--- src/rtl/dpll_search_pkg.sv ---
package dpll_search_pkg;

   typedef enum logic [2:0] {
      S_IDLE,
      S_MUL_GO,
      S_MUL_WAIT,
      S_VDIV_WAIT,
      S_ODIV_GO,
      S_ODIV_WAIT,
      S_ADV_N,
      S_FIN
   } srch_state_t;

endpackage

--- src/rtl/pll_seq_mul.sv ---
module pll_seq_mul #(
   parameter int AW = 32,
   parameter int BW = 7,
   localparam int PW = AW + BW,
   localparam int CW = $clog2(BW + 1)
) (
   input  logic          clk,
   input  logic          rst_n,
   input  logic          start,
   input  logic [AW-1:0] a,
   input  logic [BW-1:0] b,
   output logic          done,
   output logic [PW-1:0] prod
);

   logic [PW-1:0] acc_q, mc_q;
   logic [BW-1:0] mp_q;
   logic [CW-1:0] cnt_q;
   logic          run_q, done_q;

   always_ff @(posedge clk or negedge rst_n) begin
      if (!rst_n) begin
         acc_q  <= '0;
         mc_q   <= '0;
         mp_q   <= '0;
         cnt_q  <= '0;
         run_q  <= 1'b0;
         done_q <= 1'b0;
      end else begin
         done_q <= 1'b0;
         if (start) begin
            acc_q <= '0;
            mc_q  <= PW'(a);
            mp_q  <= b;
            cnt_q <= '0;
            run_q <= 1'b1;
         end else if (run_q) begin
            if (mp_q[0]) acc_q <= acc_q + mc_q;
            mc_q  <= {mc_q[PW-2:0], 1'b0};
            mp_q  <= mp_q >> 1;
            cnt_q <= cnt_q + 1'b1;
            if (cnt_q == CW'(BW - 1)) begin
               run_q  <= 1'b0;
               done_q <= 1'b1;
            end
         end
      end
   end

   assign done = done_q;
   assign prod = acc_q;

endmodule

--- src/rtl/pll_seq_div.sv ---
module pll_seq_div #(
   parameter int W    = 40,
   parameter int DW   = 6,
   parameter int STEP = 1,
   localparam int WP  = ((W + STEP - 1) / STEP) * STEP,
   localparam int IT  = WP / STEP,
   localparam int CW  = $clog2(IT + 1)
) (
   input  logic          clk,
   input  logic          rst_n,
   input  logic          start,
   input  logic [W-1:0]  dividend,
   input  logic [DW-1:0] divisor,
   output logic          done,
   output logic [W-1:0]  quotient
);

   logic [WP-1:0] dsh_q;
   logic [DW-1:0] rem_q, dvs_q;
   logic [CW-1:0] cnt_q;
   logic          run_q, done_q;

   logic [DW:0]   r_ch [STEP+1];
   logic [STEP-1:0] qb;

   assign r_ch[0] = {1'b0, rem_q};

   for (genvar g = 0; g < STEP; g++) begin : g_stage
      logic [DW:0] sh;
      logic        ge;
      assign sh = {r_ch[g][DW-1:0], dsh_q[WP-1-g]};
      assign ge = (sh >= {1'b0, dvs_q});
      assign qb[STEP-1-g] = ge;
      assign r_ch[g+1] = ge ? (sh - {1'b0, dvs_q}) : sh;
   end

   always_ff @(posedge clk or negedge rst_n) begin
      if (!rst_n) begin
         dsh_q  <= '0;
         rem_q  <= '0;
         dvs_q  <= '0;
         cnt_q  <= '0;
         run_q  <= 1'b0;
         done_q <= 1'b0;
      end else begin
         done_q <= 1'b0;
         if (start) begin
            dsh_q <= WP'(dividend);
            rem_q <= '0;
            dvs_q <= divisor;
            cnt_q <= '0;
            run_q <= 1'b1;
         end else if (run_q) begin
            if (WP > STEP) dsh_q <= {dsh_q[WP-1-((WP>STEP)?STEP:0):0], qb};
            else           dsh_q <= WP'(qb);
            rem_q <= r_ch[STEP][DW-1:0];
            cnt_q <= cnt_q + 1'b1;
            if (cnt_q == CW'(IT - 1)) begin
               run_q  <= 1'b0;
               done_q <= 1'b1;
            end
         end
      end
   end

   assign done     = done_q;
   assign quotient = dsh_q[W-1:0];

endmodule

--- src/rtl/pll_search_ctrl.sv ---
module pll_search_ctrl
   import dpll_search_pkg::*;
#(
   parameter int          FREQ_W  = 32,
   parameter int          PW      = 39,
   parameter int          NB      = 7,
   parameter int          DW      = 6,
   parameter int          M_W     = 2,
   parameter int          N_W     = 7,
   parameter int          FD_W    = 5,
   parameter int          M_HI    = 3,
   parameter int          N_HI    = 119,
   parameter int          N_LO    = 40,
   parameter int          FD_LO   = 1,
   parameter int          FD_HI   = 31,
   parameter logic [63:0] VCO_MIN = 64'd1000,
   parameter logic [63:0] VCO_MAX = 64'd2048000000,
   parameter logic [63:0] OUT_MAX = 64'd400000000
) (
   input  logic              clk,
   input  logic              rst_n,
   input  logic              start,
   input  logic [FREQ_W-1:0] fin_hz,
   input  logic [FREQ_W-1:0] target_hz,
   output logic              mul_start,
   output logic [FREQ_W-1:0] mul_a,
   output logic [NB-1:0]     mul_b,
   input  logic              mul_done,
   input  logic [PW-1:0]     mul_prod,
   output logic              div_start,
   output logic [PW-1:0]     div_dvd,
   output logic [DW-1:0]     div_dvs,
   input  logic              div_done,
   input  logic [PW-1:0]     div_quo,
   output logic              busy,
   output logic              done,
   output logic              valid,
   output logic [M_W-1:0]    m_code,
   output logic [N_W-1:0]    n_code,
   output logic [FD_W-1:0]   fd_code,
   output logic [FREQ_W-1:0] fout_hz,
   output logic [FREQ_W-1:0] err_hz
);

   localparam logic [PW-1:0]   VMIN_P = PW'(VCO_MIN);
   localparam logic [PW-1:0]   VMAX_P = PW'(VCO_MAX);
   localparam logic [PW-1:0]   OMAX_P = PW'(OUT_MAX);
   localparam logic [M_W-1:0]  M_HI_C = M_W'(M_HI);
   localparam logic [N_W-1:0]  N_HI_C = N_W'(N_HI);
   localparam logic [N_W-1:0]  N_LO_C = N_W'(N_LO);
   localparam logic [FD_W-1:0] FD_LO_C = FD_W'(FD_LO);
   localparam logic [FD_W-1:0] FD_HI_C = FD_W'(FD_HI);

   srch_state_t       st_q;
   logic [FREQ_W-1:0] fin_q, tgt_q, vco_q;
   logic [M_W-1:0]    m_q, bm_q;
   logic [N_W-1:0]    n_q, bn_q;
   logic [FD_W-1:0]   fd_q, bfd_q;
   logic [FREQ_W-1:0] bout_q, berr_q;
   logic              bval_q;

   logic [FREQ_W-1:0] out_f, diff;
   assign out_f = div_quo[FREQ_W-1:0];
   assign diff  = (out_f >= tgt_q) ? (out_f - tgt_q) : (tgt_q - out_f);

   assign mul_start = (st_q == S_MUL_GO);
   assign mul_a     = fin_q;
   assign mul_b     = NB'(n_q) + 1'b1;
   assign div_start = ((st_q == S_MUL_WAIT) && mul_done) || (st_q == S_ODIV_GO);
   assign div_dvd   = (st_q == S_ODIV_GO) ? PW'(vco_q) : mul_prod;
   assign div_dvs   = (st_q == S_ODIV_GO) ? (DW'(fd_q) + 1'b1) : (DW'(m_q) + 1'b1);

   always_ff @(posedge clk or negedge rst_n) begin
      if (!rst_n) begin
         st_q   <= S_IDLE;
         fin_q  <= '0;
         tgt_q  <= '0;
         vco_q  <= '0;
         m_q    <= '0;
         n_q    <= '0;
         fd_q   <= '0;
         bm_q   <= '0;
         bn_q   <= '0;
         bfd_q  <= '0;
         bout_q <= '0;
         berr_q <= '1;
         bval_q <= 1'b0;
      end else begin
         case (st_q)
            S_IDLE: if (start) begin
               fin_q  <= fin_hz;
               tgt_q  <= target_hz;
               m_q    <= '0;
               n_q    <= N_HI_C;
               bm_q   <= '0;
               bn_q   <= '0;
               bfd_q  <= '0;
               bout_q <= '0;
               berr_q <= '1;
               bval_q <= 1'b0;
               st_q   <= S_MUL_GO;
            end
            S_MUL_GO:   st_q <= S_MUL_WAIT;
            S_MUL_WAIT: if (mul_done) st_q <= S_VDIV_WAIT;
            S_VDIV_WAIT: if (div_done) begin
               if (div_quo < VMIN_P || div_quo > VMAX_P) begin
                  st_q <= S_ADV_N;
               end else begin
                  vco_q <= div_quo[FREQ_W-1:0];
                  fd_q  <= FD_LO_C;
                  st_q  <= S_ODIV_GO;
               end
            end
            S_ODIV_GO: st_q <= S_ODIV_WAIT;
            S_ODIV_WAIT: if (div_done) begin
               if (div_quo >= OMAX_P) begin
                  if (fd_q == FD_HI_C) st_q <= S_ADV_N;
                  else begin
                     fd_q <= fd_q + 1'b1;
                     st_q <= S_ODIV_GO;
                  end
               end else begin
                  if (diff < berr_q) begin
                     bm_q   <= m_q;
                     bn_q   <= n_q;
                     bfd_q  <= fd_q;
                     bout_q <= out_f;
                     berr_q <= diff;
                     bval_q <= 1'b1;
                  end
                  if (diff == '0) st_q <= S_FIN;
                  else if (out_f <= tgt_q || fd_q == FD_HI_C) st_q <= S_ADV_N;
                  else begin
                     fd_q <= fd_q + 1'b1;
                     st_q <= S_ODIV_GO;
                  end
               end
            end
            S_ADV_N: begin
               if (n_q == N_LO_C) begin
                  if (m_q == M_HI_C) st_q <= S_FIN;
                  else begin
                     m_q  <= m_q + 1'b1;
                     n_q  <= N_HI_C;
                     st_q <= S_MUL_GO;
                  end
               end else begin
                  n_q  <= n_q - 1'b1;
                  st_q <= S_MUL_GO;
               end
            end
            S_FIN:   st_q <= S_IDLE;
            default: st_q <= S_IDLE;
         endcase
      end
   end

   assign busy    = (st_q != S_IDLE) && (st_q != S_FIN);
   assign done    = (st_q == S_FIN);
   assign valid   = bval_q;
   assign m_code  = bm_q;
   assign n_code  = bn_q;
   assign fd_code = bfd_q;
   assign fout_hz = bout_q;
   assign err_hz  = berr_q;

endmodule

--- src/rtl/dpll_div_search.sv ---
module dpll_div_search #(
   parameter int          FREQ_W  = 32,
   parameter int          STEP    = 1,
   parameter int          M_HI    = 3,
   parameter int          N_HI    = 119,
   parameter int          N_LO    = 40,
   parameter int          FD_LO   = 1,
   parameter int          FD_HI   = 31,
   parameter logic [63:0] VCO_MIN = 64'd1000,
   parameter logic [63:0] VCO_MAX = 64'd2048000000,
   parameter logic [63:0] OUT_MAX = 64'd400000000,
   localparam int M_W  = (M_HI < 1) ? 1 : $clog2(M_HI + 1),
   localparam int N_W  = $clog2(N_HI + 1),
   localparam int FD_W = $clog2(FD_HI + 1)
) (
   input  logic              clk,
   input  logic              rst_n,
   input  logic              start,
   input  logic [FREQ_W-1:0] fin_hz,
   input  logic [FREQ_W-1:0] target_hz,
   output logic              busy,
   output logic              done,
   output logic              valid,
   output logic [M_W-1:0]    m_code,
   output logic [N_W-1:0]    n_code,
   output logic [FD_W-1:0]   fd_code,
   output logic [FREQ_W-1:0] fout_hz,
   output logic [FREQ_W-1:0] err_hz
);

   localparam int NB   = $clog2(N_HI + 2);
   localparam int PW   = FREQ_W + NB;
   localparam int DMAX = (M_HI > FD_HI) ? M_HI : FD_HI;
   localparam int DW   = $clog2(DMAX + 2);

   if (STEP < 1 || STEP >= PW) begin : g_bad_step
      $error("STEP must lie in 1..PW-1");
   end
   if (N_LO > N_HI || FD_LO > FD_HI) begin : g_bad_bounds
      $error("loop bounds reversed");
   end
   if (VCO_MAX >= (64'd1 << FREQ_W) || OUT_MAX > VCO_MAX + 64'd1) begin : g_bad_limits
      $error("frequency limits do not fit FREQ_W");
   end

   logic              mul_start, mul_done;
   logic [FREQ_W-1:0] mul_a;
   logic [NB-1:0]     mul_b;
   logic [PW-1:0]     mul_prod;
   logic              div_start, div_done;
   logic [PW-1:0]     div_dvd, div_quo;
   logic [DW-1:0]     div_dvs;

   pll_search_ctrl #(
      .FREQ_W(FREQ_W), .PW(PW), .NB(NB), .DW(DW),
      .M_W(M_W), .N_W(N_W), .FD_W(FD_W),
      .M_HI(M_HI), .N_HI(N_HI), .N_LO(N_LO), .FD_LO(FD_LO), .FD_HI(FD_HI),
      .VCO_MIN(VCO_MIN), .VCO_MAX(VCO_MAX), .OUT_MAX(OUT_MAX)
   ) u_ctrl (
      .clk(clk), .rst_n(rst_n), .start(start),
      .fin_hz(fin_hz), .target_hz(target_hz),
      .mul_start(mul_start), .mul_a(mul_a), .mul_b(mul_b),
      .mul_done(mul_done), .mul_prod(mul_prod),
      .div_start(div_start), .div_dvd(div_dvd), .div_dvs(div_dvs),
      .div_done(div_done), .div_quo(div_quo),
      .busy(busy), .done(done), .valid(valid),
      .m_code(m_code), .n_code(n_code), .fd_code(fd_code),
      .fout_hz(fout_hz), .err_hz(err_hz)
   );

   pll_seq_mul #(.AW(FREQ_W), .BW(NB)) u_mul (
      .clk(clk), .rst_n(rst_n), .start(mul_start),
      .a(mul_a), .b(mul_b), .done(mul_done), .prod(mul_prod)
   );

   pll_seq_div #(.W(PW), .DW(DW), .STEP(STEP)) u_div (
      .clk(clk), .rst_n(rst_n), .start(div_start),
      .dividend(div_dvd), .divisor(div_dvs),
      .done(div_done), .quotient(div_quo)
   );

endmodule

--- config.mk ---
export PLATFORM = sky130hd
export DESIGN_NAME = dpll_div_search
export DESIGN_NICKNAME = d
export VERILOG_FILES = /design/src/rtl/dpll_search_pkg.sv /design/src/rtl/pll_seq_mul.sv /design/src/rtl/pll_seq_div.sv /design/src/rtl/pll_search_ctrl.sv /design/src/rtl/dpll_div_search.sv
export SDC_FILE = /design/constraint.sdc
export NUM_CORES = 1
export LEC_CHECK = 0
export CORE_UTILIZATION = 55
export CTS_BUF_LIST = sky130_fd_sc_hd__clkbuf_2
export DETAILED_ROUTE_END_ITERATION = 8
export DONT_BUFFER_PORTS = 1
export PLACE_DENSITY = 0.7
export SETUP_SLACK_MARGIN = 0.3
export SLEW_MARGIN = 15
export SYNTH_ARGS = -nofsm -noshare
export SYNTH_HDL_FRONTEND = slang
export SYNTH_SLANG_ARGS = --single-unit
--- constraint.sdc ---
create_clock -name clk -period 9.13 [get_ports clk]
set_input_delay 0.4565 -clock clk [delete_from_list [all_inputs] [get_ports clk]]
set_output_delay 0.4565 -clock clk [all_outputs]
set_load 0.02 [all_outputs]
==> impl_metrics.json <==
{
  "worstHoldPathType": "input pin to flop",
  "finalSetupViolations": 0,
  "criticalPathCategory": "flop to flop",
  "finalHoldViolCount": 0,
  "worst-r2r-cell-count": 26,
  "seqCellArea_um2": 8580,
  "drt_total_wl_um": 60300,
  "holdBufCountCts": 86,
  "yosysTopAreaCell": "sky130_fd_sc_hd__dfrtp_1",
  "worst_setup_hold_path_clk_slew_ps": 110,
  "drtPass1Iterations": 7,
  "clock_path_buffers": 3,
  "synth_fp_nets": 2670,
  "worst_pin_slew_ps": 1060,
  "dominantRegCellSynth": "sky130_fd_sc_hd__dfrtp_1",
  "post_synth_inst_count": 2453,
  "finalClockSkew_ps": 119,
  "h-tree-depth": 3,
  "cts_tree": "done",
  "place_congestion": 0.974,
  "gr-usage-all-layers_pct": 31.4,
  "count_of_flip_flops_with_a_built_in_enable_after_synthesis": 0,
  "grt_remaining_overflow": 0,
  "grt_setup_unrepaired": "false",
  "num_vias": 18021,
  "post_cts_buffers": 0,
  "drc_errors": 0,
  "cts_resized": 0,
  "critical_path.endpoint_type": "flop",
  "die_area_um2": 39000,
  "critPathMaxFanout": 98,
  "fin_setup_tns_ps": 0,
  "grt_pass1_wl_um": 95700,
  "ir_drop_uv": 150,
  "layout-drive-gt1-share_pct": 10.1,
  "most-common-layout-cells": "446 x sky130_fd_sc_hd__nand2_1, 307 x sky130_fd_sc_hd__dfrtp_1, 270 x sky130_fd_sc_hd__o21ai_0",
  "critPathTopFamily": "compound AO/OA/AOI/OAI gates",
  "synth_sequential_area_ratio_pct": 40.7,
  "maxSlewViolCount": 0,
  "ioPinCount": 148,
  "yosys_warnings": 0,
  "netlist-cell-type-count": 84,
  "drtIter0Drc": 1114,
  "critPathBufInv": 5,
  "multiInputGateArea_um2": 11300,
  "synth_area_leaders": "sky130_fd_sc_hd__dfrtp_1 37%, sky130_fd_sc_hd__ha_1 8.7%, sky130_fd_sc_hd__nand2_1 8.0%",
  "core_area_um2": 37700,
  "syn_avg_cell_area_um2": 8.58,
  "ys_ff_latch": 341,
  "initial_antenna_violation_count": 2,
  "antenna_left": 0,
  "cellLeakagePower_nw": 10.8,
  "timing.critical_path.from_type": "flop",
  "share_of_async_settable_or_async_resettable_flops_after_synthesis_pct": 100,
  "cell_total_after_placement": 2840,
  "final_min_period_over_clock_period_pct": 74.8,
  "num-nets-final": 2729,
  "clock_sinks": 341,
  "syn-cell-area_um2": 21000,
  "wl_per_cell_um": 19.5,
  "first_global_vias": 17633,
  "fmaxAchievable_ghz": 0.146,
  "final_cells": 3092,
  "avgViaCountPerCell": 5.83,
  "slew_headroom_pct": 29.2,
  "critical_path_required_ps": 9960,
  "clkLatencyLatePin_ps": 1070,
  "dieHeight_um": 198,
  "row_count": 71,
  "grt_max_degree": 342,
  "slowest_stage": "sky130_fd_sc_hd__nor2_1",
  "max_stage_delay_ps": 820,
  "synth.top_cell.area_share_pct": 36.8,
  "dpl.hpwl_um": 43000,
  "numPortBuffers": 0,
  "status": "finished clean",
  "cts_buffer_count": 92,
  "clock_root_buffer": "sky130_fd_sc_hd__clkbuf_2",
  "cellPowerDensity_nw_per_um2": 309,
  "worst-endpoint-arrival_ps": 7660,
  "critical_path_depth": 26,
  "drv.max_cap_violation_count": 0,
  "synthToLayoutAreaGrowth_pct": 9.56,
  "min_path_cells": 3,
  "finalCriticalPeriod_ps": 6830,
  "most_common_cell_after_layout_fill_and_taps_aside": "sky130_fd_sc_hd__nand2_1",
  "start_util_pct": 55.9,
  "die_width_um": 198,
  "nFillCells": 3335
}
==> cell families after synthesis <==
logic type / after synthesis / share of synthesized area, %
AO/OA/AOI/OAI: 684 / 19.2
XOR/XNOR: 80 / 3.33
adder cells (fa/ha/maj): 150 / 9.06
buffers and inverters: 302 / 5.66
flip-flops: 341 / 40.7
multiplexers: 102 / 5.07
AND/OR/NAND/NOR: 794 / 16.9
==> registers in the layout (all words and copies together) (netlist names), 7 cells and up <==
register,flops
u_ctrl.tgt_q,32
u_div.quotient,39
u_ctrl.err_hz,32
u_ctrl.fout_hz,32
u_mul.prod,39
u_ctrl.vco_q,32
u_mul.mc_q,39
u_ctrl.n_q,7
u_mul.mp_q,7
u_ctrl.n_code,7
u_ctrl.mul_a,32
==> worst reg2reg max path, cell delays in order, from the launching register on <==
cell and delay [ps]:
sky130_fd_sc_hd__dfrtp_1 460, sky130_fd_sc_hd__inv_1 90, sky130_fd_sc_hd__ha_1 160, sky130_fd_sc_hd__inv_1 50, sky130_fd_sc_hd__fa_1 390, sky130_fd_sc_hd__a21o_1 190, sky130_fd_sc_hd__a21oi_1 400, sky130_fd_sc_hd__o41a_1 270
sky130_fd_sc_hd__a21o_1 200, sky130_fd_sc_hd__a211oi_2 80, sky130_fd_sc_hd__buf_4 200, sky130_fd_sc_hd__nor2_1 820, sky130_fd_sc_hd__mux2i_1 330, sky130_fd_sc_hd__xor2_1 260, sky130_fd_sc_hd__inv_1 80, sky130_fd_sc_hd__ha_1 300
sky130_fd_sc_hd__a21o_1 160, sky130_fd_sc_hd__a21oi_1 140, sky130_fd_sc_hd__nor2b_1 60, sky130_fd_sc_hd__o21ai_0 150, sky130_fd_sc_hd__nand2b_1 70, sky130_fd_sc_hd__a21oi_1 140, sky130_fd_sc_hd__nor2b_1 60, sky130_fd_sc_hd__o21ai_0 310
sky130_fd_sc_hd__o211a_4 650, sky130_fd_sc_hd__buf_12 400, sky130_fd_sc_hd__o21ai_0 230
==> power by group <==
| part | leakage (nW) | switching (mW) | internal, mW | total, mW |
|---|---|---|---|---|
| Combinational | 5.85 | 2.28 | 1.40 | 3.68 |
| Clock | 0.652 | 0.669 | 0.447 | 1.12 |
| Sequential | 4.34 | 0.462 | 1.88 | 2.34 |
==> final cells by class <==
cell class              instances  share of cell area [%]
clock inverters                18                   0.548
inverters                     164                    2.67
well taps                     511                    2.77
flip-flops and latches        341                    37.2
repair buffers                103                    4.60
diodes                          2                  0.0217
multi-input cells            1810                    49.1
clock buffers                 143                    3.10
==> Yosys cell counts (17+ instances only) <==
cell                       instances
sky130_fd_sc_hd__a21o_1           50
sky130_fd_sc_hd__a211oi_1         22
sky130_fd_sc_hd__xor2_1           33
sky130_fd_sc_hd__nand2_1         446
sky130_fd_sc_hd__nor2b_1          30
sky130_fd_sc_hd__o21ai_0         270
sky130_fd_sc_hd__buf_2            17
sky130_fd_sc_hd__xnor2_1          47
sky130_fd_sc_hd__dfrtp_1         309
sky130_fd_sc_hd__ha_1            146
sky130_fd_sc_hd__nand3_1          23
sky130_fd_sc_hd__mux2_2           32
sky130_fd_sc_hd__nor2_1          116
sky130_fd_sc_hd__a21oi_1         190
sky130_fd_sc_hd__o211ai_1         41
sky130_fd_sc_hd__dfstp_2          32
sky130_fd_sc_hd__mux2i_1          69
sky130_fd_sc_hd__nor3_1           62
sky130_fd_sc_hd__clkbuf_1        104
sky130_fd_sc_hd__nand4_1          33
sky130_fd_sc_hd__inv_1           164
==> stage by stage <==
step                      hold slack (ps)  total power [mW]  setup WS [ps]  utilization (%)  cell area [um2]
after floorplan                       161              4.89           3920                -            21000
after global placement                169              5.86           2460             56.4            21300
after detailed placement              167              5.92           2310             56.4            21300
after CTS                            1.89              7.12           2280             61.0            23000
after global routing                 9.53              7.73           1810             61.2            23100
final                                96.9              7.13           2300             61.2            23100
==> worst paths after layout <==
check / start / end / slack (ps)
hold / removal: target_hz[15] / u_ctrl.tgt_q[15]$_DFFE_PN0P_ / 100
hold reg to reg: u_ctrl.vco_q[15]$_DFFE_PN0P_ / u_div.quotient[15]$_DFFE_PN0P_ / 450
setup / recovery: u_div.quotient[0]$_DFFE_PN0P_ / u_ctrl.fout_hz[0]$_DFFE_PN0P_ / 2300
setup reg to reg: u_div.quotient[0]$_DFFE_PN0P_ / u_ctrl.fout_hz[0]$_DFFE_PN0P_ / 2300
max in group asynchronous: rst_n / u_ctrl.mul_a[11]$_DFFE_PN0P_ / 6910
min in group asynchronous: rst_n / u_ctrl.tgt_q[9]$_DFFE_PN0P_ / 570
==> layer usage <==
layer  global-route usage, %  wire length, um  vias up
met2                    49.9            27700      510
met3                    6.51             3380      126
met4                    11.9             1900        0
met5                       0                0        -
met1                    42.2            27300     8706
li1                        -                -     8679
No activity file was read; power rests on OpenSTA's default activity.
